## src/rtl/disp_cmd_pkg.sv

```systemverilog
package disp_cmd_pkg;

    typedef enum logic [1:0] {
        MODE_HORIZ = 2'b00,
        MODE_VERT  = 2'b01,
        MODE_PAGE  = 2'b10
    } addr_mode_e;

    typedef enum logic [3:0] {
        EV_NONE,
        EV_MODE,
        EV_COL_START,
        EV_COL_END,
        EV_PAGE_START,
        EV_PAGE_END,
        EV_PAGE_PTR,
        EV_COL_LO,
        EV_COL_HI,
        EV_CONTRAST,
        EV_DISP_OFF,
        EV_DISP_ON,
        EV_NORMAL,
        EV_ALL_ON
    } evt_kind_e;

    typedef struct packed {
        logic      valid;
        evt_kind_e kind;
        logic [7:0] arg;
    } cmd_evt_t;

    typedef enum logic [1:0] {
        PS_OPCODE,
        PS_ARG1,
        PS_ARG2
    } parse_state_e;

    localparam logic [7:0] OP_MODE     = 8'h20;
    localparam logic [7:0] OP_COLWIN   = 8'h21;
    localparam logic [7:0] OP_PAGEWIN  = 8'h22;
    localparam logic [7:0] OP_CONTRAST = 8'h81;
    localparam logic [7:0] OP_NORMAL   = 8'hA4;
    localparam logic [7:0] OP_ALL_ON   = 8'hA5;
    localparam logic [7:0] OP_DISP_OFF = 8'hAE;
    localparam logic [7:0] OP_DISP_ON  = 8'hAF;

    // Number of argument bytes that follow an opcode.
    function automatic logic [1:0] arg_count(input logic [7:0] op);
        case (op)
            OP_MODE, OP_CONTRAST:  arg_count = 2'd1;
            OP_COLWIN, OP_PAGEWIN: arg_count = 2'd2;
            default:               arg_count = 2'd0;
        endcase
    endfunction

    // Event for an opcode without arguments.
    function automatic evt_kind_e classify_single(input logic [7:0] op);
        if (op[7:4] == 4'h0)
            classify_single = EV_COL_LO;
        else if (op[7:4] == 4'h1)
            classify_single = EV_COL_HI;
        else if (op[7:3] == 5'b10110)
            classify_single = EV_PAGE_PTR;
        else begin
            case (op)
                OP_NORMAL:   classify_single = EV_NORMAL;
                OP_ALL_ON:   classify_single = EV_ALL_ON;
                OP_DISP_OFF: classify_single = EV_DISP_OFF;
                OP_DISP_ON:  classify_single = EV_DISP_ON;
                default:     classify_single = EV_NONE;
            endcase
        end
    endfunction

endpackage

```

## src/rtl/disp_cmd_parser.sv

```systemverilog
module disp_cmd_parser
    import disp_cmd_pkg::*;
(
    input  logic       clk,
    input  logic       rst,
    input  logic [7:0] byte_in,
    input  logic       byte_valid,
    output cmd_evt_t   evt
);

    parse_state_e state_q, state_d;
    logic [7:0]   opcode_q;

    always_comb begin
        state_d   = state_q;
        evt.valid = 1'b0;
        evt.kind  = EV_NONE;
        evt.arg   = byte_in;
        if (byte_valid) begin
            case (state_q)
                PS_OPCODE: begin
                    if (arg_count(byte_in) == 2'd0) begin
                        evt.valid = 1'b1;
                        evt.kind  = classify_single(byte_in);
                    end else begin
                        state_d = PS_ARG1;
                    end
                end
                PS_ARG1: begin
                    evt.valid = 1'b1;
                    case (opcode_q)
                        OP_MODE:    evt.kind = EV_MODE;
                        OP_COLWIN:  evt.kind = EV_COL_START;
                        OP_PAGEWIN: evt.kind = EV_PAGE_START;
                        default:    evt.kind = EV_CONTRAST;
                    endcase
                    state_d = (arg_count(opcode_q) == 2'd2) ? PS_ARG2 : PS_OPCODE;
                end
                PS_ARG2: begin
                    evt.valid = 1'b1;
                    evt.kind  = (opcode_q == OP_COLWIN) ? EV_COL_END : EV_PAGE_END;
                    state_d   = PS_OPCODE;
                end
                default: state_d = PS_OPCODE;
            endcase
        end
    end

    always_ff @(posedge clk) begin
        if (rst) begin
            state_q  <= PS_OPCODE;
            opcode_q <= 8'h00;
        end else begin
            state_q <= state_d;
            if (byte_valid && state_q == PS_OPCODE)
                opcode_q <= byte_in;
        end
    end

    AST_ARG2_AFTER_ARG1: assert property (@(posedge clk) disable iff (rst)
        (state_q == PS_ARG1 && byte_valid && arg_count(opcode_q) == 2'd2) |=> (state_q == PS_ARG2));
    AST_IDLE_HOLDS_STATE: assert property (@(posedge clk) disable iff (rst)
        !byte_valid |=> $stable(state_q));

endmodule

```

## src/rtl/disp_cfg_regs.sv

```systemverilog
module disp_cfg_regs
    import disp_cmd_pkg::*;
#(
    parameter int COL_W  = 7,
    parameter int PAGE_W = 3
) (
    input  logic              clk,
    input  logic              rst,
    input  cmd_evt_t          evt,
    output addr_mode_e        mode,
    output logic [COL_W-1:0]  col_start,
    output logic [COL_W-1:0]  col_end,
    output logic [PAGE_W-1:0] page_start,
    output logic [PAGE_W-1:0] page_end,
    output logic [7:0]        contrast,
    output logic              display_on,
    output logic              entire_on,
    output logic              col_load,
    output logic [COL_W-1:0]  col_value,
    output logic              page_load,
    output logic [PAGE_W-1:0] page_value
);

    localparam int HI_W = COL_W - 4;
    localparam logic [COL_W-1:0]  COL_MAX  = {COL_W{1'b1}};
    localparam logic [PAGE_W-1:0] PAGE_MAX = {PAGE_W{1'b1}};

    logic [COL_W-1:0] col_shadow;
    logic [COL_W-1:0] nib_lo_val, nib_hi_val;

    assign nib_lo_val = {col_shadow[COL_W-1:4], evt.arg[3:0]};
    assign nib_hi_val = {evt.arg[HI_W-1:0], col_shadow[3:0]};

    always_ff @(posedge clk) begin
        if (rst) begin
            mode       <= MODE_PAGE;
            col_start  <= '0;
            col_end    <= COL_MAX;
            page_start <= '0;
            page_end   <= PAGE_MAX;
            contrast   <= 8'h7F;
            display_on <= 1'b0;
            entire_on  <= 1'b0;
            col_load   <= 1'b0;
            col_value  <= '0;
            page_load  <= 1'b0;
            page_value <= '0;
            col_shadow <= '0;
        end else begin
            col_load  <= 1'b0;
            page_load <= 1'b0;
            if (evt.valid) begin
                case (evt.kind)
                    EV_MODE:
                        if (evt.arg[1:0] != 2'b11)
                            mode <= addr_mode_e'(evt.arg[1:0]);
                    EV_COL_START: begin
                        col_start  <= evt.arg[COL_W-1:0];
                        col_load   <= 1'b1;
                        col_value  <= evt.arg[COL_W-1:0];
                        col_shadow <= evt.arg[COL_W-1:0];
                    end
                    EV_COL_END:    col_end <= evt.arg[COL_W-1:0];
                    EV_PAGE_START: begin
                        page_start <= evt.arg[PAGE_W-1:0];
                        page_load  <= 1'b1;
                        page_value <= evt.arg[PAGE_W-1:0];
                    end
                    EV_PAGE_END:   page_end <= evt.arg[PAGE_W-1:0];
                    EV_PAGE_PTR: begin
                        page_load  <= 1'b1;
                        page_value <= evt.arg[PAGE_W-1:0];
                    end
                    EV_COL_LO: begin
                        col_load   <= 1'b1;
                        col_value  <= nib_lo_val;
                        col_shadow <= nib_lo_val;
                    end
                    EV_COL_HI: begin
                        col_load   <= 1'b1;
                        col_value  <= nib_hi_val;
                        col_shadow <= nib_hi_val;
                    end
                    EV_CONTRAST:   contrast   <= evt.arg;
                    EV_DISP_OFF:   display_on <= 1'b0;
                    EV_DISP_ON:    display_on <= 1'b1;
                    EV_NORMAL:     entire_on  <= 1'b0;
                    EV_ALL_ON:     entire_on  <= 1'b1;
                    default: ;
                endcase
            end
        end
    end

    AST_MODE_LEGAL: assert property (@(posedge clk) disable iff (rst)
        mode != addr_mode_e'(2'b11));
    AST_ONE_LOAD: assert property (@(posedge clk) disable iff (rst)
        $onehot0({col_load, page_load}));
    AST_LOAD_NEEDS_EVT: assert property (@(posedge clk) disable iff (rst)
        !evt.valid |=> !col_load && !page_load);
    AST_IDLE_CFG_STABLE: assert property (@(posedge clk) disable iff (rst)
        !evt.valid |=> $stable(contrast) && $stable(display_on) && $stable(mode));

endmodule

```

## src/rtl/disp_cmd_decoder.sv

```systemverilog
module disp_cmd_decoder
    import disp_cmd_pkg::*;
#(
    parameter int COL_W  = 7,
    parameter int PAGE_W = 3
) (
    input  logic              clk,
    input  logic              rst,
    input  logic [7:0]        cmd_byte,
    input  logic              cmd_valid,
    output logic [1:0]        addr_mode,
    output logic [COL_W-1:0]  col_start,
    output logic [COL_W-1:0]  col_end,
    output logic [PAGE_W-1:0] page_start,
    output logic [PAGE_W-1:0] page_end,
    output logic [7:0]        contrast,
    output logic              display_on,
    output logic              entire_on,
    output logic              col_load,
    output logic [COL_W-1:0]  col_value,
    output logic              page_load,
    output logic [PAGE_W-1:0] page_value
);

    cmd_evt_t   evt;
    addr_mode_e mode;

    disp_cmd_parser u_parser (
        .clk        (clk),
        .rst        (rst),
        .byte_in    (cmd_byte),
        .byte_valid (cmd_valid),
        .evt        (evt)
    );

    disp_cfg_regs #(.COL_W(COL_W), .PAGE_W(PAGE_W)) u_regs (
        .clk        (clk),
        .rst        (rst),
        .evt        (evt),
        .mode       (mode),
        .col_start  (col_start),
        .col_end    (col_end),
        .page_start (page_start),
        .page_end   (page_end),
        .contrast   (contrast),
        .display_on (display_on),
        .entire_on  (entire_on),
        .col_load   (col_load),
        .col_value  (col_value),
        .page_load  (page_load),
        .page_value (page_value)
    );

    assign addr_mode = mode;

endmodule

```

## config.mk

```make
export PLATFORM = sky130hd
export DESIGN_NAME = disp_cmd_decoder
export DESIGN_NICKNAME = d
export VERILOG_FILES = /design/src/rtl/disp_cmd_pkg.sv /design/src/rtl/disp_cmd_parser.sv /design/src/rtl/disp_cfg_regs.sv /design/src/rtl/disp_cmd_decoder.sv
export SDC_FILE = /design/constraint.sdc
export NUM_CORES = 1
export LEC_CHECK = 0
export ABC_AREA = 1
export BUFFER_PORTS_ARGS = -buffer_cell sky130_fd_sc_hd__buf_2
export CAP_MARGIN = 15
export CORE_MARGIN = 4
export CORE_UTILIZATION = 55
export CTS_CLUSTER_SIZE = 16
export DETAILED_ROUTE_END_ITERATION = 6
export HOLD_SLACK_MARGIN = 0.1
export PLACE_DENSITY = 0.89
export SLEW_MARGIN = 20
export SYNTH_ARGS = -nofsm -noshare
export SYNTH_HDL_FRONTEND = slang
export SYNTH_SLANG_ARGS = --single-unit
```

## constraint.sdc

```tcl
create_clock -name clk -period 1.98 [get_ports clk]
set_input_delay 0.198 -clock clk [delete_from_list [all_inputs] [get_ports clk]]
set_output_delay 0.198 -clock clk [all_outputs]
set_load 0.02 [all_outputs]
```

==> flow_metrics.env, run 1 <==
export IMPL_synthCells=403
export IMPL_die_x_um=80.6
export IMPL_cts_buffers=9
export IMPL_clkTransAtPathRegs_ns=0.07
export IMPL_grt_overflow=0
export IMPL_fin_area_um2=3720
export IMPL_timing_slew_headroom=0.707
export IMPL_max_cap_viol_count=0
export IMPL_clockRootBuffer="clkbuf_8"
export IMPL_crit_required_ns=2.19
export IMPL_vias_per_cell=5.44
export IMPL_portBuffers=54
export IMPL_tritoncts="done"
export IMPL_ys_types=26
export IMPL_grt_total_usage=0.244
export IMPL_htree_levels=3
export IMPL_core_um2=5110
export IMPL_syn_cell_area_um2=2900
export IMPL_grt_max_degree=37
export IMPL_rows=26
export IMPL_io_pins=55
export IMPL_setup_viol=2
export IMPL_tightest_slew_ns=0.439
export IMPL_drc=0
export IMPL_critPathArrivalTime_ns=2.21
export IMPL_area_delta_synth_final_pct=28.6
export IMPL_hold_slack_ns=0.161
export IMPL_yosys_register_bits=61
export IMPL_hold_viol=0
export IMPL_final_cell_mix="nand2_1, dfxtp_1, buf_2"
export IMPL_synth_warnings=0
export IMPL_yosysSeqAreaShare=0.422
export IMPL_dieArea_um2=6490
export IMPL_drt_iter0_drc=223
export IMPL_maxSlewViolCount=0
export IMPL_final_common_cell="nand2_1"
export IMPL_rsz0062_at_grt="true"
export IMPL_gp_congestion=0.955
export IMPL_grt_first_pass_wirelength_mm=12.3
export IMPL_max_freq_mhz=500
export IMPL_cp_end_kind="register"
export IMPL_numClockSinks=61
export IMPL_first_pass_iters=6
export IMPL_placed_area_um2=3270
export IMPL_ant_nets=0
export IMPL_power_density_nw_per_um2=710
export IMPL_hold_buffers=0
export IMPL_antenna_found_initial=0
export IMPL_die_h_um=80.6
export IMPL_instances_no_fill=556
export IMPL_outcome="finished, violations left"
export IMPL_vias=3024
export IMPL_start_util=0.567
export IMPL_insertion_delay_ns=0.34
export IMPL_violations="negative setup slack"
export IMPL_finalCriticalPeriod_ns=2.00
export IMPL_finalClockSkew_ns=0.0123
export IMPL_grt_pass1_vias=2792
export IMPL_place_inst=525
export IMPL_crit_type="register to register"
export IMPL_setup_ws_ns=-0.0206
export IMPL_cts_buffer_depth=2
export IMPL_ir_drop_mv=0.335
export IMPL_drive_gt1_frac=0.329
export IMPL_syn_area_per_cell_um2=7.19
export IMPL_finalNetCount=497
export IMPL_wl_per_cell_um=15.0
export IMPL_period_share=1.01
export IMPL_diodes=0
export IMPL_p_leak_nw=1.85
export IMPL_crit_fanout=8
export IMPL_synth_fp_nets=418
export IMPL_post_dp_hpwl_mm=5.32
export IMPL_start_kind="register"
export IMPL_wl_mm=8.31
export IMPL_min_path_type="input port to register"
## synthesized netlist by cell type (all sizes together)
library cell	instances	area (um^2)
a211oi	3	22.5
clkinv	1	3.75
o211ai	20	150
ha	4	50.1
nand2	103	432
a21oi	25	129
dfxtp	61	1220
buf	8	55.1
nor4	1	21.3
nand4	1	6.26
nand3	22	130
o21ai	32	160
nor3	4	20.0
inv	46	173
nor2	65	297
clkbuf	7	26.3
## layer usage
layer  vias up  GRT usage  wire length, um  part of all wire
li1       1464          -                -                 -
met1      1372      0.299             3450              0.41
met2       152      0.404             3940              0.47
met3        36     0.0583              681             0.082
met4         0      0.111              243             0.029
met5         -          0                0                 0
## critical path, cell delays in order (launching register included)
cell and delay [ns]:
dfxtp_4 0.38, inv_2 0.07, ha_4 0.18, o211ai_1 0.23
nand2_2 0.14, inv_1 0.13, o21ai_1 0.14, nor2_2 0.16
buf_4 0.16, nand2_2 0.12, nand2_1 0.08, o211ai_1 0.07
## report_power, final
group / internal (mW) / leakage [nW] / switching (mW)
clock network: 0.567 / 0.0919 / 0.475
registers: 1.26 / 0.497 / 0.0144
logic: 0.111 / 1.26 / 0.220
## flip-flops by register name (all words and copies together), names as in the netlist
| name | flops |
|---|---|
| u_regs.display_on | 1 |
| u_regs.mode | 2 |
| u_regs.col_load | 1 |
| u_regs.col_shadow | 7 |
| u_regs.contrast | 8 |
| u_regs.col_start | 7 |
| u_parser.opcode_q | 8 |
| u_regs.page_end | 3 |
| u_regs.page_value | 3 |
| u_regs.entire_on | 1 |
| u_regs.col_end | 7 |
| u_regs.col_value | 7 |
| u_regs.page_start | 3 |
| u_parser.state_q | 2 |
| u_regs.page_load | 1 |
## path summary, 6_finish.rpt
kind / from / to / slack [ns] / cells after the start
worst max register to register: u_parser.state_q[1]$_SDFFE_PP0P_ / u_regs.contrast[4]$_SDFFE_PP1P_ / -0.02 / 11
worst max-delay path: u_parser.state_q[1]$_SDFFE_PP0P_ / u_regs.contrast[4]$_SDFFE_PP1P_ / -0.02 / 11
worst min-delay path: rst / u_parser.state_q[0]$_SDFFE_PP0P_ / 0.16 / 2
worst min register to register: u_regs.page_start[1]$_SDFFE_PP0P_ / u_regs.page_start[1]$_SDFFE_PP0P_ / 0.45 / 2
## cell type report
type                    instances  area [um^2]
fillers                       367         1380
clock inverters                 5         52.6
multi-input cells             281         1540
clock buffers                  10          128
repair buffers                 82          508
well taps                      70         87.6
inverters                      47          181
flip-flops and latches         61         1230
## logic make-up after synthesis
logic type | after synthesis | share of synthesized area
AOI/OAI and AO/OA | 80 | 0.159
buffers and inverters | 62 | 0.0890
adders and majority gates | 4 | 0.0173
DFF | 61 | 0.422
and+or+nand+nor | 196 | 0.313
## stage by stage
| stage | utilization | setup slack [ns] | TNS (ns) | power (mW) |
|---|---|---|---|---|
| after floorplan | - | 0.193 | 0 | 1.49 |
| after global placement | 0.640 | -0.0375 | -0.0375 | 1.57 |
| after detailed placement | 0.640 | -0.0509 | -0.257 | 1.58 |
| after CTS | 0.683 | -0.00614 | -0.00614 | 2.61 |
| after global routing | 0.729 | -0.102 | -2.28 | 2.74 |
| final | 0.729 | -0.0206 | -0.0258 | 2.64 |
## repair_timing
item / 4_1_cts / 5_1_grt
gates resized for setup: 8 / 45
endpoints found under the setup margin: 21 / 48
cloned: 1 / 1
setup buffers: 1 / 13
pin swaps: 2 / 17
Power figures use the tool's default switching activity.
==> inputs of run 2 (changes only) <==
--- a/config.mk
+++ b/config.mk
@@ -17,4 +17,5 @@
 export SLEW_MARGIN = 20
 export SYNTH_ARGS = -nofsm -noshare
 export SYNTH_HDL_FRONTEND = slang
+export SYNTH_HIERARCHICAL = 1
 export SYNTH_SLANG_ARGS = --single-unit
==> flow_metrics.env, run 2 <==
export IMPL_violations="negative setup slack"
export IMPL_slowest_stage="dfxtp_4"
export IMPL_first_pass_iters=6
export IMPL_wl_per_cell_um=17.1
export IMPL_r2r_cells=12
export IMPL_cts_buffers=9
export IMPL_clockRootBuffer="clkbuf_8"
export IMPL_final_common_cell="nand2_1"
export IMPL_crit_buf_inv=2
export IMPL_vias=3400
export IMPL_yosysSeqAreaShare=0.409
export IMPL_dieArea_um2=6670
export IMPL_synth_top_cell_area_share=0.409
export IMPL_top_regs="u_parser/opcode_q: 8 flops, u_regs/contrast: 8 flops"
export IMPL_p_leak_nw=1.92
export IMPL_core_um2=5170
export IMPL_wl_mm=10.1
export IMPL_setup_ws_ns=-0.179
export IMPL_portBuffers=54
export IMPL_r2r_slack_ns=-0.18
export IMPL_crit_required_ns=2.26
export IMPL_die_h_um=81.6
export IMPL_tightest_slew_ns=0.448
export IMPL_clkTransAtPathRegs_ns=0.07
export IMPL_worstReg2RegStart="u_parser/state_q[0]$_SDFFE_PP0P_"
export IMPL_antenna_found_initial=0
export IMPL_synthCells=429
export IMPL_crit_fanout=7
export IMPL_drive_gt1_frac=0.378
export IMPL_drt_iter0_drc=450
export IMPL_io_pins=55
export IMPL_drc=0
export IMPL_synthTopCellsByArea="dfxtp_1, nand2_1, inv_1, nand3_1, nor2_1"
export IMPL_start_kind="register"
export IMPL_synth_largest_area_cell="dfxtp_1"
export IMPL_postSynth_asyncResetShare=0
export IMPL_outcome="finished, violations left"
export IMPL_htree_levels=3
export IMPL_area_delta_synth_final_pct=33.3
export IMPL_finalCriticalPeriod_ns=2.16
export IMPL_tritoncts="done"
export IMPL_maxSlewViolCount=0
export IMPL_grt_pass1_vias=2977
export IMPL_syn_cell_area_um2=2980
export IMPL_cts_buffer_depth=2
export IMPL_power_density_nw_per_um2=675
export IMPL_cp_slowest_stage_delay_ns=0.38
export IMPL_ir_drop_mv=0.408
export IMPL_grt_max_degree=20
export IMPL_setup_viol=40
export IMPL_yosysMostFrequentCell="nand2_1"
export IMPL_ys_top_cells_by_count="nand2_1, dfxtp_1, inv_1, nor2_1, nand3_1"
export IMPL_hold_buffers=0
export IMPL_critical_path_top_delay_family="simple AND/OR/NAND/NOR gates"
export IMPL_ys_types=29
export IMPL_synth_fp_nets=444
export IMPL_grt_overflow=0
export IMPL_min_path_type="input port to register"
export IMPL_finalClockSkew_ns=0.0103
export IMPL_gp_congestion=0.871
export IMPL_critPathArrivalTime_ns=2.44
export IMPL_cp_num_cells=12
export IMPL_diodes=0
export IMPL_post_dp_hpwl_mm=5.64
export IMPL_rsz0062_at_grt="true"
export IMPL_insertion_delay_ns=0.35
export IMPL_hold_viol=0
export IMPL_final_cell_mix="nand2_1, buf_2, dfxtp_1"
export IMPL_grt_first_pass_wirelength_mm=13.4
export IMPL_synth_main_ff_cell="dfxtp_1"
export IMPL_max_freq_mhz=463
export IMPL_cp_end_kind="register"
export IMPL_die_x_um=81.6
export IMPL_crit_start="u_parser/state_q[0]$_SDFFE_PP0P_"
export IMPL_numClockSinks=61
export IMPL_hold_slack_ns=0.167
export IMPL_period_share=1.09
export IMPL_r2r_end="u_regs/col_value[1]$_SDFFE_PP0P_"
export IMPL_synth_edf_count=0
export IMPL_cp_endpoint="u_regs/col_value[1]$_SDFFE_PP0P_"
export IMPL_start_util=0.577
export IMPL_synth_warnings=6
export IMPL_vias_per_cell=5.75
export IMPL_place_inst=565
export IMPL_crit_type="register to register"
export IMPL_yosys_register_bits=61
export IMPL_finalNetCount=531
export IMPL_instances_no_fill=591
export IMPL_timing_slew_headroom=0.701
export IMPL_rows=26
export IMPL_ant_nets=0
export IMPL_syn_area_per_cell_um2=6.95
export IMPL_max_cap_viol_count=0
export IMPL_cp_cell_sequence="inv_2, ha_2, o211ai_1, a21oi_4, buf_6, nor2_4, nand2_4, nand3_4, nand2_4, nand2_1, nand2_1, nor2_1"
export IMPL_grt_total_usage=0.266
==> run 2: changes by cell type in the layout (fill, tap and decap cells not counted), moves of 7 or more <==
cell,delta
nand2_1,+9
buf_4,+7
nand3_1,+17
inv_1,+11
o21ai_0,+7
nor2_1,-11
o21ai_1,-14
o211ai_1,-12
==> run 2: logic make-up after synthesis <==
logic type               count (synthesis)  synth area share
AO/OA/AOI/OAI                           65             0.120
adder cells (fa/ha/maj)                  4            0.0168
buffers and inverters                   79             0.120
flip-flops                              61             0.409
AND/OR/NAND/NOR                        220             0.335
==> run 2: final cells by class <==
type	instances	area, um^2
Fill cell	315	1200
Tap cell	70	87.6
Timing Repair Buffer	94	608
Sequential cell	61	1240
Clock buffer	12	155
Clock inverter	4	22.5
Multi-Input combinational cell	291	1640
Inverter	59	226
==> run 2: how the worst min path moves through the flow <==
stage | start | to | slack (ns) | cells after the start
floorplan | rst | u_parser/state_q[0]$_SDFFE_PP0P_ | 0.26 | 1
global placement | u_regs/col_start[6]$_SDFFE_PP0P_ | u_regs/col_start[6]$_SDFFE_PP0P_ | 0.43 | 2
detailed placement | u_regs/col_start[0]$_SDFFE_PP0P_ | u_regs/col_start[0]$_SDFFE_PP0P_ | 0.43 | 2
CTS | rst | u_parser/state_q[0]$_SDFFE_PP0P_ | 0.14 | 2
global route | rst | u_parser/state_q[0]$_SDFFE_PP0P_ | 0.18 | 2
finish | rst | u_parser/state_q[0]$_SDFFE_PP0P_ | 0.17 | 2
==> run 2: per-stage QoR <==
| stage | power, mW | setup TNS [ns] | setup WS, ns | cell area (um^2) | util |
|---|---|---|---|---|---|
| detailed placement | 1.60 | -2.94 | -0.184 | 3460 | 0.668 |
| global placement | 1.59 | -0.0324 | -0.0112 | 3460 | 0.668 |
| floorplan | 1.50 | 0 | 0.0184 | 2990 | - |
| global route | 2.77 | -6.87 | -0.265 | 3980 | 0.769 |
| finish | 2.68 | -3.07 | -0.179 | 3980 | 0.769 |
| CTS | 2.61 | -0.0132 | -0.00997 | 3760 | 0.727 |
==> run 2: timing repair <==
item,CTS,global route
setup buffers,3,5
gates resized for setup,29,57
endpoints found under the setup margin,42,49
cloned,2,1
pin swaps,8,17
==> run 2: metal layers <==
metal,part of all wire,vias up,global-route usage,wire length [um]
met3,0.10,63,0.0811,1040
met4,0.054,0,0.150,540
li1,-,1521,-,-
met5,0,-,0,0
met1,0.38,1559,0.295,3790
met2,0.47,257,0.453,4720
==> run 2: power by group <==
part	switching, mW	internal (mW)
Clock	0.504	0.516
Sequential	0.0185	1.26
Combinational	0.256	0.132
==> run 2: worst register-to-register path, cell delays in order, from the launching register on <==
cell and delay (ns):
dfxtp_4 0.38, inv_2 0.06, ha_2 0.21, o211ai_1 0.32, a21oi_4 0.13, buf_6 0.15
nor2_4 0.19, nand2_4 0.11, nand3_4 0.17, nand2_4 0.12, nand2_1 0.11, nand2_1 0.06
nor2_1 0.09
==> inputs of run 3 (changes only) <==
--- a/config.mk
+++ b/config.mk
@@ -9,11 +9,11 @@
 export BUFFER_PORTS_ARGS = -buffer_cell sky130_fd_sc_hd__buf_2
 export CAP_MARGIN = 15
 export CORE_MARGIN = 4
-export CORE_UTILIZATION = 55
+export CORE_UTILIZATION = 59
 export CTS_CLUSTER_SIZE = 16
 export DETAILED_ROUTE_END_ITERATION = 6
 export HOLD_SLACK_MARGIN = 0.1
-export PLACE_DENSITY = 0.89
+export PLACE_DENSITY = 0.94
 export SLEW_MARGIN = 20
 export SYNTH_ARGS = -nofsm -noshare
 export SYNTH_HDL_FRONTEND = slang
==> constraint.sdc (replaced) <==
create_clock -name clk -period 2.7 [get_ports clk]
set_input_delay 0.27 -clock clk [delete_from_list [all_inputs] [get_ports clk]]
set_output_delay 0.27 -clock clk [all_outputs]
set_load 0.02 [all_outputs]
==> flow_metrics.env, run 3 (same netlist as run 2, synthesis figures left out) <==
export IMPL_setup_ws_ns=0.246
export IMPL_worstReg2RegStart="u_parser/state_q[1]$_SDFFE_PP0P_"
export IMPL_critical_path_top_delay_family="simple AND/OR/NAND/NOR gates"
export IMPL_post_dp_hpwl_mm=5.04
export IMPL_setup_viol=0
export IMPL_ant_nets=0
export IMPL_cp_cell_sequence="inv_1, ha_1, nand3_1, a31oi_1, nor2_1, nand3_1, o21ai_0, a21oi_1"
export IMPL_grt_met3_usage=0.0748
export IMPL_vias=2902
export IMPL_cp_common_cell="nand3_1"
export IMPL_insertion_delay_ns=0.34
export IMPL_power_frac_seq=0.502
export IMPL_ctsResizeCount=0
export IMPL_combPwrFrac=0.108
export IMPL_hp_start="rst"
export IMPL_outcome="finished, final reports clean"
export IMPL_crit_fanout=14
export IMPL_grt_pass1_vias=2857
export IMPL_io_pins=55
export IMPL_drc=0
export IMPL_final_util=0.710
export IMPL_maxSlewViolCount=0
export IMPL_finalClockSkew_ns=0.00524
export IMPL_rsz0062_at_grt="false"
export IMPL_hold_buffers=0
export IMPL_drt_iter0_drc=177
export IMPL_hold_viol=0
export IMPL_die_h_um=79.1
export IMPL_diodes=0
export IMPL_total_power_mw=1.86
export IMPL_clkPwrFrac=0.390
export IMPL_top_regs="u_parser/opcode_q: 8 flops, u_regs/contrast: 8 flops"
export IMPL_crit_start="u_parser/state_q[1]$_SDFFE_PP0P_"
export IMPL_htree_levels=3
export IMPL_tritoncts="done"
export IMPL_power_density_nw_per_um2=545
export IMPL_setup_tns_ns=0
export IMPL_crit_type="register to register"
export IMPL_ir_drop_mv=0.384
export IMPL_start_kind="register"
export IMPL_grt_overflow=0
export IMPL_crit_required_ns=2.90
export IMPL_final_cell_mix="nand2_1, dfxtp_1, buf_2"
export IMPL_vias_per_cell=5.27
export IMPL_finalNetCount=494
export IMPL_p_leak_nw=1.69
export IMPL_first_pass_iters=5
export IMPL_drive_gt1_frac=0.219
export IMPL_tightest_slew_ns=0.604
export IMPL_use_met2=0.442
export IMPL_slowest_stage="nand3_1"
export IMPL_numClockSinks=61
export IMPL_portBuffers=54
export IMPL_cp_slowest_stage_delay_ns=0.40
export IMPL_area_delta_synth_final_pct=14.6
export IMPL_wl_mm=7.22
export IMPL_crit_buf_inv=1
export IMPL_max_freq_mhz=408
export IMPL_cts_buffers=9
export IMPL_cp_end_kind="register"
export IMPL_final_common_cell="nand2_1"
export IMPL_post_cts_buffers=0
export IMPL_top_usage_layer="met2"
export IMPL_grt_total_usage=0.252
export IMPL_internal_power_mw=1.36
export IMPL_antenna_found_initial=0
export IMPL_grt_first_pass_wirelength_mm=12.4
export IMPL_cts_buffer_depth=2
export IMPL_die_x_um=79.1
export IMPL_dieArea_um2=6260
export IMPL_min_path_type="input port to register"
export IMPL_rows=25
export IMPL_clockRootBuffer="clkbuf_8"
export IMPL_finalCriticalPeriod_ns=2.45
export IMPL_core_um2=4820
export IMPL_timing_slew_headroom=0.596
export IMPL_max_cap_viol_count=0
export IMPL_wl_per_cell_um=13.1
export IMPL_gp_congestion=0.877
export IMPL_period_share=0.909
export IMPL_dp_slack_ns=0.320
export IMPL_groute_layer_met1_usage=0.273
export IMPL_clkTransAtPathRegs_ns=0.07
export IMPL_switching_share=0.268
export IMPL_power_switching_uw=499
export IMPL_critPathArrivalTime_ns=2.66
export IMPL_grt_max_degree=29
export IMPL_start_util=0.619
[run 3: worst register-to-register path: cells and delay by family, from the launching register on]
family                     cells  cell delay (ns)
and+or+nand+nor                3             0.90
AOI/OAI and AO/OA              3             0.70
DFF                            1             0.39
adders and majority gates      1             0.26
buffers and inverters          1             0.08
[run 3: area by class of cell]
cell class,count,area (um^2)
flip-flops and latches,61,1220
clock buffers,13,159
fillers,405,1400
well taps,67,83.8
inverters,59,221
clock inverters,3,20.0
repair buffers,59,308
multi-input cells,289,1410
[run 3: per-layer routing]
metal / wire length (um) / part of all wire / vias up
met5: 0 / 0 / -
met1: 2850 / 0.39 / 1289
met3: 615 / 0.085 / 20
met4: 177 / 0.025 / 0
met2: 3580 / 0.50 / 145
li1: - / - / 1448
[run 3: path summary, 6_finish.rpt]
path	to	slack (ns)	cells after the start
worst max-delay path	u_regs/col_start[4]$_SDFFE_PP0P_	0.25	8
worst min-delay path	u_parser/state_q[0]$_SDFFE_PP0P_	0.26	2
worst max register to register	u_regs/col_start[4]$_SDFFE_PP0P_	0.25	8
worst min register to register	u_regs/col_start[0]$_SDFFE_PP0P_	0.44	2
[run 3: metrics by stage]
step | cells | hold slack [ns] | instance area, um^2
6_report | 551 | 0.261 | 3420
2_1_floorplan | 429 | 0.332 | 2980
3_5_place_dp | 535 | 0.433 | 3240
4_1_cts | 551 | 0.247 | 3420
5_1_grt | 551 | 0.276 | 3420
3_3_place_gp | 535 | 0.430 | 3240
[run 3: power by group through the flow]
stage	Clock, mW	Combinational [mW]	Sequential (mW)
global route	0.782	0.223	0.936
finish	0.727	0.201	0.934
detailed placement	0	0.195	0.954
floorplan	0	0.138	0.964
global placement	0	0.188	0.953
CTS	0.736	0.197	0.934
